### src/rtl/addr_filter_uart_pkg.sv
// Shared mode encoding for the asynchronous serial port.
// Assumes the mode field is stable while a frame is in flight.
package addr_filter_uart_pkg;
    typedef enum logic [1:0] {
        MODE_SHIFT = 2'b00,
        MODE_VAR8  = 2'b01,
        MODE_FIX9  = 2'b10,
        MODE_RSVD  = 2'b11
    } uart_mode_e;
endpackage

### src/rtl/afu_tick_gen.sv
// Produces the oversampling tick: the external tick in eight-bit mode,
// or a core-clock divider in nine-bit mode (FIX_DIV/OVS clocks per tick,
// half that when doubled). Assumes FIX_DIV is a multiple of 2*OVS.
module afu_tick_gen
    import addr_filter_uart_pkg::*;
#(
    parameter int OVS     = 16,
    parameter int FIX_DIV = 64
) (
    input  logic       clk,
    input  logic       rst_n,
    input  logic [1:0] mode_i,
    input  logic       dbl_i,
    input  logic       ext_tick_i,
    output logic       tick_o
);
    localparam int SLOW = FIX_DIV / OVS;
    localparam int FAST = SLOW / 2;
    localparam int CW   = (SLOW > 1) ? $clog2(SLOW) : 1;

    logic [CW-1:0] div_q;
    logic [CW-1:0] limit;
    logic          fix_tick;

    // Pick the divider terminal count for the selected rate.
    always_comb begin
        limit    = dbl_i ? CW'(FAST - 1) : CW'(SLOW - 1);
        fix_tick = (mode_i == MODE_FIX9) && (div_q >= limit);
        tick_o   = ((mode_i == MODE_VAR8) && ext_tick_i) || fix_tick;
    end

    // Free-running divider, held at zero outside nine-bit mode.
    always_ff @(posedge clk) begin
        if (!rst_n)                                    div_q <= '0;
        else if (mode_i != MODE_FIX9 || div_q >= limit) div_q <= '0;
        else                                           div_q <= div_q + 1'b1;
    end

    // At the undoubled fixed rate two ticks never come back to back.
    assert_tick_spacing_R3: assert property (@(posedge clk) disable iff (!rst_n)
        (tick_o && mode_i == MODE_FIX9 && !dbl_i)
        |=> !(tick_o && mode_i == MODE_FIX9 && !dbl_i));
endmodule

### src/rtl/afu_tx.sv
// Transmit shifter: loads start, data, ninth/stop and stop bits in one
// register and shifts them out LSB first, each bit lasting OVS ticks.
// Writes while busy or in an inactive mode are dropped.
module afu_tx
    import addr_filter_uart_pkg::*;
#(
    parameter int DATA_W = 8,
    parameter int OVS    = 16
) (
    input  logic              clk,
    input  logic              rst_n,
    input  logic [1:0]        mode_i,
    input  logic              tick_i,
    input  logic              wr_i,
    input  logic [DATA_W-1:0] data_i,
    input  logic              bit9_i,
    input  logic              flag_clr_i,
    output logic              txd_o,
    output logic              flag_o
);
    localparam int FR8    = DATA_W + 2;
    localparam int FR9    = DATA_W + 3;
    localparam int LEFT_W = $clog2(FR9 + 1);
    localparam int OVS_W  = $clog2(OVS);
    localparam logic [OVS_W-1:0] LAST_TICK = OVS_W'(OVS - 1);

    logic [FR9-1:0]    shreg;
    logic [LEFT_W-1:0] left;
    logic [OVS_W-1:0]  cnt;
    logic              busy;
    logic              load;
    logic              bit_end;

    // Decode a write that may start a frame and the end of each bit.
    always_comb begin
        load    = wr_i && !busy && (mode_i == MODE_VAR8 || mode_i == MODE_FIX9);
        bit_end = busy && tick_i && (cnt == LAST_TICK);
    end

    assign txd_o = shreg[0];

    // Frame shifter: load on write, shift one bit per OVS ticks.
    always_ff @(posedge clk) begin
        if (!rst_n) begin
            shreg <= '1;
            left  <= '0;
            cnt   <= '0;
            busy  <= 1'b0;
        end else if (load) begin
            shreg <= {1'b1, (mode_i == MODE_FIX9) ? bit9_i : 1'b1, data_i, 1'b0};
            left  <= (mode_i == MODE_FIX9) ? LEFT_W'(FR9) : LEFT_W'(FR8);
            cnt   <= '0;
            busy  <= 1'b1;
        end else if (busy && tick_i) begin
            cnt <= cnt + 1'b1;
            if (bit_end) begin
                if (left == LEFT_W'(1)) begin
                    busy <= 1'b0;
                end else begin
                    shreg <= {1'b1, shreg[FR9-1:1]};
                    left  <= left - 1'b1;
                end
            end
        end
    end

    // Transmit flag: set as the stop bit is shifted onto the line.
    always_ff @(posedge clk) begin
        if (!rst_n)                                   flag_o <= 1'b0;
        else if (bit_end && left == LEFT_W'(2))        flag_o <= 1'b1;
        else if (flag_clr_i)                          flag_o <= 1'b0;
    end

    assert_start_low_R2: assert property (@(posedge clk) disable iff (!rst_n)
        $rose(busy) |-> !txd_o);
    assert_flag_on_stop_R4: assert property (@(posedge clk) disable iff (!rst_n)
        $rose(flag_o) |-> (txd_o && busy));
endmodule

### src/rtl/afu_rx.sv
// Receiver: detects a falling edge, votes three mid-bit samples per bit,
// drops false starts, and at the final bit applies the acceptance rules
// (flag clear, plus stop-bit check or ninth-bit filter) before updating
// the buffer. Assumes rxd_i is already synchronised.
module afu_rx
    import addr_filter_uart_pkg::*;
#(
    parameter int DATA_W = 8,
    parameter int OVS    = 16
) (
    input  logic              clk,
    input  logic              rst_n,
    input  logic [1:0]        mode_i,
    input  logic              en_i,
    input  logic              chk_i,
    input  logic              tick_i,
    input  logic              rxd_i,
    input  logic              flag_clr_i,
    output logic [DATA_W-1:0] data_o,
    output logic              bit9_o,
    output logic              flag_o
);
    localparam int OVS_W = $clog2(OVS);
    localparam int IDX_W = $clog2(DATA_W + 3);
    localparam logic [OVS_W-1:0] SAMP_A = OVS_W'(OVS / 2 - 1);
    localparam logic [OVS_W-1:0] SAMP_B = OVS_W'(OVS / 2);
    localparam logic [OVS_W-1:0] SAMP_C = OVS_W'(OVS / 2 + 1);
    localparam logic [IDX_W-1:0] IDX_LAST_DATA = IDX_W'(DATA_W);
    localparam logic [IDX_W-1:0] IDX_EXTRA     = IDX_W'(DATA_W + 1);
    localparam logic [IDX_W-1:0] IDX_STOP9     = IDX_W'(DATA_W + 2);

    logic              active;
    logic              nine;
    logic [OVS_W-1:0]  cnt;
    logic [IDX_W-1:0]  idx;
    logic              s_a, s_b;
    logic              rxd_prev;
    logic              b9_q;
    logic [DATA_W-1:0] shreg;
    logic              vote, decide, is_last, start_edge, frame_nine, accept;

    // Majority vote, final-bit decode and acceptance rules.
    always_comb begin
        vote       = (s_a & s_b) | (s_a & rxd_i) | (s_b & rxd_i);
        decide     = active && tick_i && (cnt == SAMP_C);
        is_last    = nine ? (idx == IDX_STOP9) : (idx == IDX_EXTRA);
        frame_nine = nine ? b9_q : vote;
        accept     = decide && is_last && !flag_o && (!chk_i || frame_nine);
        start_edge = !active && en_i && rxd_prev && !rxd_i
                     && (mode_i == MODE_VAR8 || mode_i == MODE_FIX9);
    end

    // Previous line level for falling-edge detection.
    always_ff @(posedge clk) begin
        if (!rst_n) rxd_prev <= 1'b1;
        else        rxd_prev <= rxd_i;
    end

    // Bit sequencer: tick counting, sampling and data shifting.
    always_ff @(posedge clk) begin
        if (!rst_n) begin
            active <= 1'b0;
            nine   <= 1'b0;
            cnt    <= '0;
            idx    <= '0;
            s_a    <= 1'b1;
            s_b    <= 1'b1;
            b9_q   <= 1'b0;
            shreg  <= '0;
        end else if (!active) begin
            if (start_edge) begin
                active <= 1'b1;
                cnt    <= '0;
                idx    <= '0;
                nine   <= (mode_i == MODE_FIX9);
            end
        end else if (tick_i) begin
            cnt <= cnt + 1'b1;
            if (cnt == SAMP_A) s_a <= rxd_i;
            if (cnt == SAMP_B) s_b <= rxd_i;
            if (decide) begin
                idx <= idx + 1'b1;
                if (idx == '0) begin
                    if (vote) active <= 1'b0;
                end else if (is_last) begin
                    active <= 1'b0;
                end else if (idx <= IDX_LAST_DATA) begin
                    shreg <= {vote, shreg[DATA_W-1:1]};
                end else begin
                    b9_q <= vote;
                end
            end
        end
    end

    // Receive buffer and flag: written only by an accepted frame.
    always_ff @(posedge clk) begin
        if (!rst_n) begin
            data_o <= '0;
            bit9_o <= 1'b0;
            flag_o <= 1'b0;
        end else if (accept) begin
            data_o <= shreg;
            bit9_o <= frame_nine;
            flag_o <= 1'b1;
        end else if (flag_clr_i) begin
            flag_o <= 1'b0;
        end
    end

    assert_no_overwrite_R6: assert property (@(posedge clk) disable iff (!rst_n)
        !$stable(data_o) |-> $rose(flag_o));
    assert_stop_check_R7: assert property (@(posedge clk) disable iff (!rst_n)
        ($rose(flag_o) && $past(!nine && chk_i)) |-> bit9_o);
    assert_addr_filter_R8: assert property (@(posedge clk) disable iff (!rst_n)
        ($rose(flag_o) && $past(nine && chk_i)) |-> bit9_o);
    assert_idle_when_off_R10: assert property (@(posedge clk) disable iff (!rst_n)
        (!active && !en_i) |=> !active);
endmodule

### src/rtl/addr_filter_uart.sv
// Top of the asynchronous serial port: synchronises the receive line,
// selects the oversampling tick and joins the transmitter and receiver.
// Assumes software keeps mode and rate bits stable during a frame.
module addr_filter_uart
    import addr_filter_uart_pkg::*;
#(
    parameter int DATA_W  = 8,
    parameter int OVS     = 16,
    parameter int FIX_DIV = 64
) (
    input  logic              clk,
    input  logic              rst_n,
    input  logic [1:0]        mode_sel,
    input  logic              rx_en,
    input  logic              chk_en,
    input  logic              dbl_rate,
    input  logic              baud_tick,
    input  logic              tx_wr,
    input  logic [DATA_W-1:0] tx_data,
    input  logic              tx_bit9,
    input  logic              tx_flag_clr,
    input  logic              rx_flag_clr,
    input  logic              rxd,
    output logic              txd,
    output logic              tx_flag,
    output logic [DATA_W-1:0] rx_data,
    output logic              rx_bit9,
    output logic              rx_flag
);
    logic [1:0] rxd_sync;
    logic       tick;

    // Two-stage synchroniser on the asynchronous receive line.
    always_ff @(posedge clk) begin
        if (!rst_n) rxd_sync <= 2'b11;
        else        rxd_sync <= {rxd_sync[0], rxd};
    end

    afu_tick_gen #(.OVS(OVS), .FIX_DIV(FIX_DIV)) u_tick (
        .clk(clk), .rst_n(rst_n), .mode_i(mode_sel), .dbl_i(dbl_rate),
        .ext_tick_i(baud_tick), .tick_o(tick)
    );

    afu_tx #(.DATA_W(DATA_W), .OVS(OVS)) u_tx (
        .clk(clk), .rst_n(rst_n), .mode_i(mode_sel), .tick_i(tick),
        .wr_i(tx_wr), .data_i(tx_data), .bit9_i(tx_bit9),
        .flag_clr_i(tx_flag_clr), .txd_o(txd), .flag_o(tx_flag)
    );

    afu_rx #(.DATA_W(DATA_W), .OVS(OVS)) u_rx (
        .clk(clk), .rst_n(rst_n), .mode_i(mode_sel), .en_i(rx_en),
        .chk_i(chk_en), .tick_i(tick), .rxd_i(rxd_sync[1]),
        .flag_clr_i(rx_flag_clr), .data_o(rx_data), .bit9_o(rx_bit9),
        .flag_o(rx_flag)
    );

    assert_idle_inactive_R4: assert property (@(posedge clk) disable iff (!rst_n)
        (txd && (mode_sel == MODE_SHIFT || mode_sel == MODE_RSVD)) |=> txd);
endmodule

### config.mk
export PLATFORM = sky130hd
export DESIGN_NAME = addr_filter_uart
export DESIGN_NICKNAME = d
export VERILOG_FILES = /design/src/rtl/addr_filter_uart_pkg.sv /design/src/rtl/afu_tick_gen.sv /design/src/rtl/afu_tx.sv /design/src/rtl/afu_rx.sv /design/src/rtl/addr_filter_uart.sv
export SDC_FILE = /design/constraint.sdc
export NUM_CORES = 1
export LEC_CHECK = 0
export BUFFER_PORTS_ARGS = -buffer_cell sky130_fd_sc_hd__buf_2
export CORE_ASPECT_RATIO = 0.75
export CORE_MARGIN = 2
export CORE_UTILIZATION = 52
export DETAILED_ROUTE_END_ITERATION = 10
export PLACE_DENSITY = 0.72
export SLEW_MARGIN = 40
export SYNTH_ARGS = -nofsm -noshare
export SYNTH_HDL_FRONTEND = slang
export SYNTH_SLANG_ARGS = --single-unit
### constraint.sdc
create_clock -name clk -period 6.97 [get_ports clk]
set_clock_uncertainty 0.2 [all_clocks]
set_input_delay 1.7425 -clock clk [delete_from_list [all_inputs] [get_ports clk]]
set_output_delay 1.7425 -clock clk [all_outputs]
set_load 0.02 [all_outputs]
==> key figures <==
Logic synthesis
  • Compound-cell area share of the yosys netlist: 0.172
  • Ys Warns: 0
  • Adder-cell area share of the yosys netlist: 0.0613
  • Top cell type's share of synthesized area: 0.419
  • Netlist Area Pre-Place: 0.00268 mm²
  • Top FF cell, synth: dfxtp_1
  • Cells after Synth: 291
  • Post-synth cell types: 57
  • Post-synthesis mux area share: 0.0851
  • Post-synth EDFFs: 0
  • Post-synthesis sequential area ratio: 0.419
  • Top post-synthesis cells by count: dfxtp_1, nand2_1, mux2i_1, nor2_1, o21ai_0
  • Xor/xnor share of the synthesized area: 0.0164
  • Async SR Flop Fraction: 0
  • Post-Synth Simple-Gate Area: 0.200
  • Yosys reg bits: 56
  • Post-synth net total: 324
  • Largest family of logic cells by synthesized area: simple AND/OR/NAND/NOR gates
  • Most frequent cell after synthesis: dfxtp_1
  • Syn avg cell area: 9.19 µm²
  • Area leader, netlist: dfxtp_1
  • Top cells by area, synth: dfxtp_1, mux2i_1, ha_1

Pwr
  • VDD IR max: 111 µV
  • Leakage power: 1.25 nW
  • Pwr Density: 190 mW/mm²
  • Clk pwr share: 0.333
  • Int Pwr: 0.416 mW
  • Comb power frac: 0.074
  • Register share of total power: 0.594
  • Sw power: 0.144 mW
  • Switch share: 0.258
  • Power, Total: 0.560 mW

CTS
  • Worst-Skew Late Latency: 0.31 ns
  • Post-cts hold buffer count: 0
  • TritonCTS buffer count: 5
  • Post-CTS setup buffers: 0
  • # H-tree levels: 2
  • Clock slew seen by the registers of the worst setup and hold paths: 0.11 ns
  • Total clock sinks: 56
  • Clock tree from TritonCTS: done
  • Clock root buffer: clkbuf_8
  • CTS max path bufs: 2
  • Cts repair resizes: 0

Worst setup path
  • CP startpoint kind: primary input
  • Crit path kind: in2reg
  • Required time of the critical path: 7.02 ns
  • Crit-path max cell delay: 0.44 ns
  • Cells along the critical path: buf_2, inv_1, ha_1, and3_1, o211ai_4, a2111oi_4, clkbuf_4, mux2i_1
  • CP Capture Type: flop
  • Worst-path maximum fanout: 10
  • Slowest stage cell, crit path: and3_1
  • CP Data Arrival Time: 3.62 ns

Routing
  • Initial DRC Count: 122
  • Via count: 2,125
  • Antenna viol nets, final: 0
  • DR vias/cell: 5.64
  • Wire per inst: 14.5 µm
  • Overall routed net length: 5.48 mm
  • Residual DRC: 0
  • Initial DRT Pass Iterations: 4

Floorplanning
  • Cell Rows: 22
  • Total die area: 0.00574 mm²
  • CORE AREA: 0.00493 mm²
  • # IOs: 33
  • Die Wd: 86.8 µm
  • Initial core utilization: 0.543
  • Die Y: 66.1 µm

Global route
  • Global-route wire length before repair: 9.15 mm
  • Vias in the first global route: 1,936
  • Grt ovf: 0
  • GR Util All Layers: 0.203
  • Initial antenna violation count: 0
  • Largest net degree at the start of global routing: 41

Timing
  • Final sum of negative setup slack: 0 ns
  • RSZ-0062 raised after global routing: false
  • Setup-failing EPs final: 0
  • Least-Margin Pin Slew: 0.703 ns
  • Final hold vios: 0
  • Post-route minimum period: 3.57 ns
  • Pins Over Slew Limit: 0
  • Max transition margin: 0.527
  • Fin crit share: 0.512
  • Fmax: 0.280 GHz

Place
  • Port buffer count: 32
  • Routability-driven placement congestion ratio: 0.803
  • DP HPWL: 3.93 mm

Status
  • Status: complete, no violations

Layout
  • Share of cells above drive strength 1: 0.167
  • Area grow syn2layout: 10.1%
  • Number of diodes: 0
  • Layout Nets: 349
  • Multi-input logic area: 0.00144 mm²
  • FF+latch area: 0.00112 mm²
  • Layout fillers: 440

Min path
  • Hold/Removal Path Class: reg2reg

Flow run
  • Max-cap viol count: 0
-- metrics by stage --
stage | setup WS (ns) | std cells | hold WS, ns | cell area (µm²) | util
after floorplan | 3.52 | 291 | 0.186 | 2680 | -
after global placement | 2.86 | 368 | 0.194 | 2840 | 0.576
after detailed placement | 2.82 | 368 | 0.194 | 2840 | 0.577
after CTS | 3.15 | 376 | 0.220 | 2940 | 0.596
after global routing | 3.25 | 377 | 0.283 | 2950 | 0.598
final | 3.40 | 377 | 0.220 | 2950 | 0.598
-- cell type report --
cell class | instances | area share
flip-flops and latches | 56 | 0.381
well taps | 60 | 0.0255
inverters | 13 | 0.0166
clock buffers | 5 | 0.0234
multi-input cells | 207 | 0.489
clock inverters | 3 | 0.00850
repair buffers | 33 | 0.0569
-- layout by cell type (no fill, tap or decap), types with 2 or more instances in the layout --
cell / instances
and2_1: 2
mux2i_1: 19
inv_1: 13
dfxtp_1: 56
nor2_1: 19
nand2_1: 31
nor2b_1: 3
o21ai_0: 16
buf_2: 32
a221oi_1: 8
o211ai_1: 3
nor3_1: 7
nand2b_1: 5
a211oi_1: 2
inv_6: 2
nand3_1: 13
nand3b_1: 3
a21oi_1: 13
o21ai_1: 2
and3_1: 10
xor2_1: 4
ha_1: 12
or3_1: 2
clkbuf_8: 5
o2111ai_1: 2
-- worst paths after layout --
kind / from / to / slack, ns / cells past startpoint
worst max register to register: u_tick.div_q[1] / u_rx.data_o[2] / 4.64 / 6
worst max-delay path: mode_sel[0] / u_rx.data_o[2] / 3.40 / 8
worst min-delay path: rxd_sync[0] / rxd_sync[1] / 0.22 / 1
worst min register to register: rxd_sync[0] / rxd_sync[1] / 0.22 / 1
-- worst max-delay path, delay by kind of cell --
| kind | cells | cell delay [ns] |
|---|---|---|
| compound gates | 2 | 0.49 |
| buf+inv | 3 | 0.47 |
| simple gates | 1 | 0.44 |
| fa+ha+maj | 1 | 0.28 |
| mux | 1 | 0.20 |
-- per-layer routing --
layer	wire length (µm)	share of wire	up-vias	global-route usage
met2	2220	0.41	46	0.284
met3	265	0.048	2	0.0487
met1	2980	0.54	991	0.312
met5	0	0	-	0
met4	12	0.0022	0	0.0430
li1	-	-	1086	-
-- power groups by stage --
stage / logic, mW / clock network, mW / registers, mW
final: 0.0414 / 0.186 / 0.333
after global routing: 0.0468 / 0.201 / 0.334
after CTS: 0.0414 / 0.189 / 0.332
after detailed placement: 0.0412 / 0 / 0.340
after global placement: 0.0399 / 0 / 0.340
after floorplan: 0.0278 / 0 / 0.338
-- logic make-up (layout without fill, tap and decap cells) --
group	Yosys count	in the layout
adder cells (fa/ha/maj)	13	13
AO/OA/AOI/OAI	63	63
multiplexers	21	21
buffers and inverters	28	54
AND/OR/NAND/NOR	105	105
XOR/XNOR	5	5
flip-flops	56	56
-- sequential cells by signal, summed over array words and instances (netlist names), 2 cells and up --
signal / cells
u_tx.shreg: 10
u_rx.idx: 4
u_tx.cnt: 4
u_rx.cnt: 4
u_tick.div_q: 2
u_rx.data_o: 8
u_rx.shreg: 8
rxd_sync: 2
u_tx.left: 4
Power figures use the tool's default switching activity.
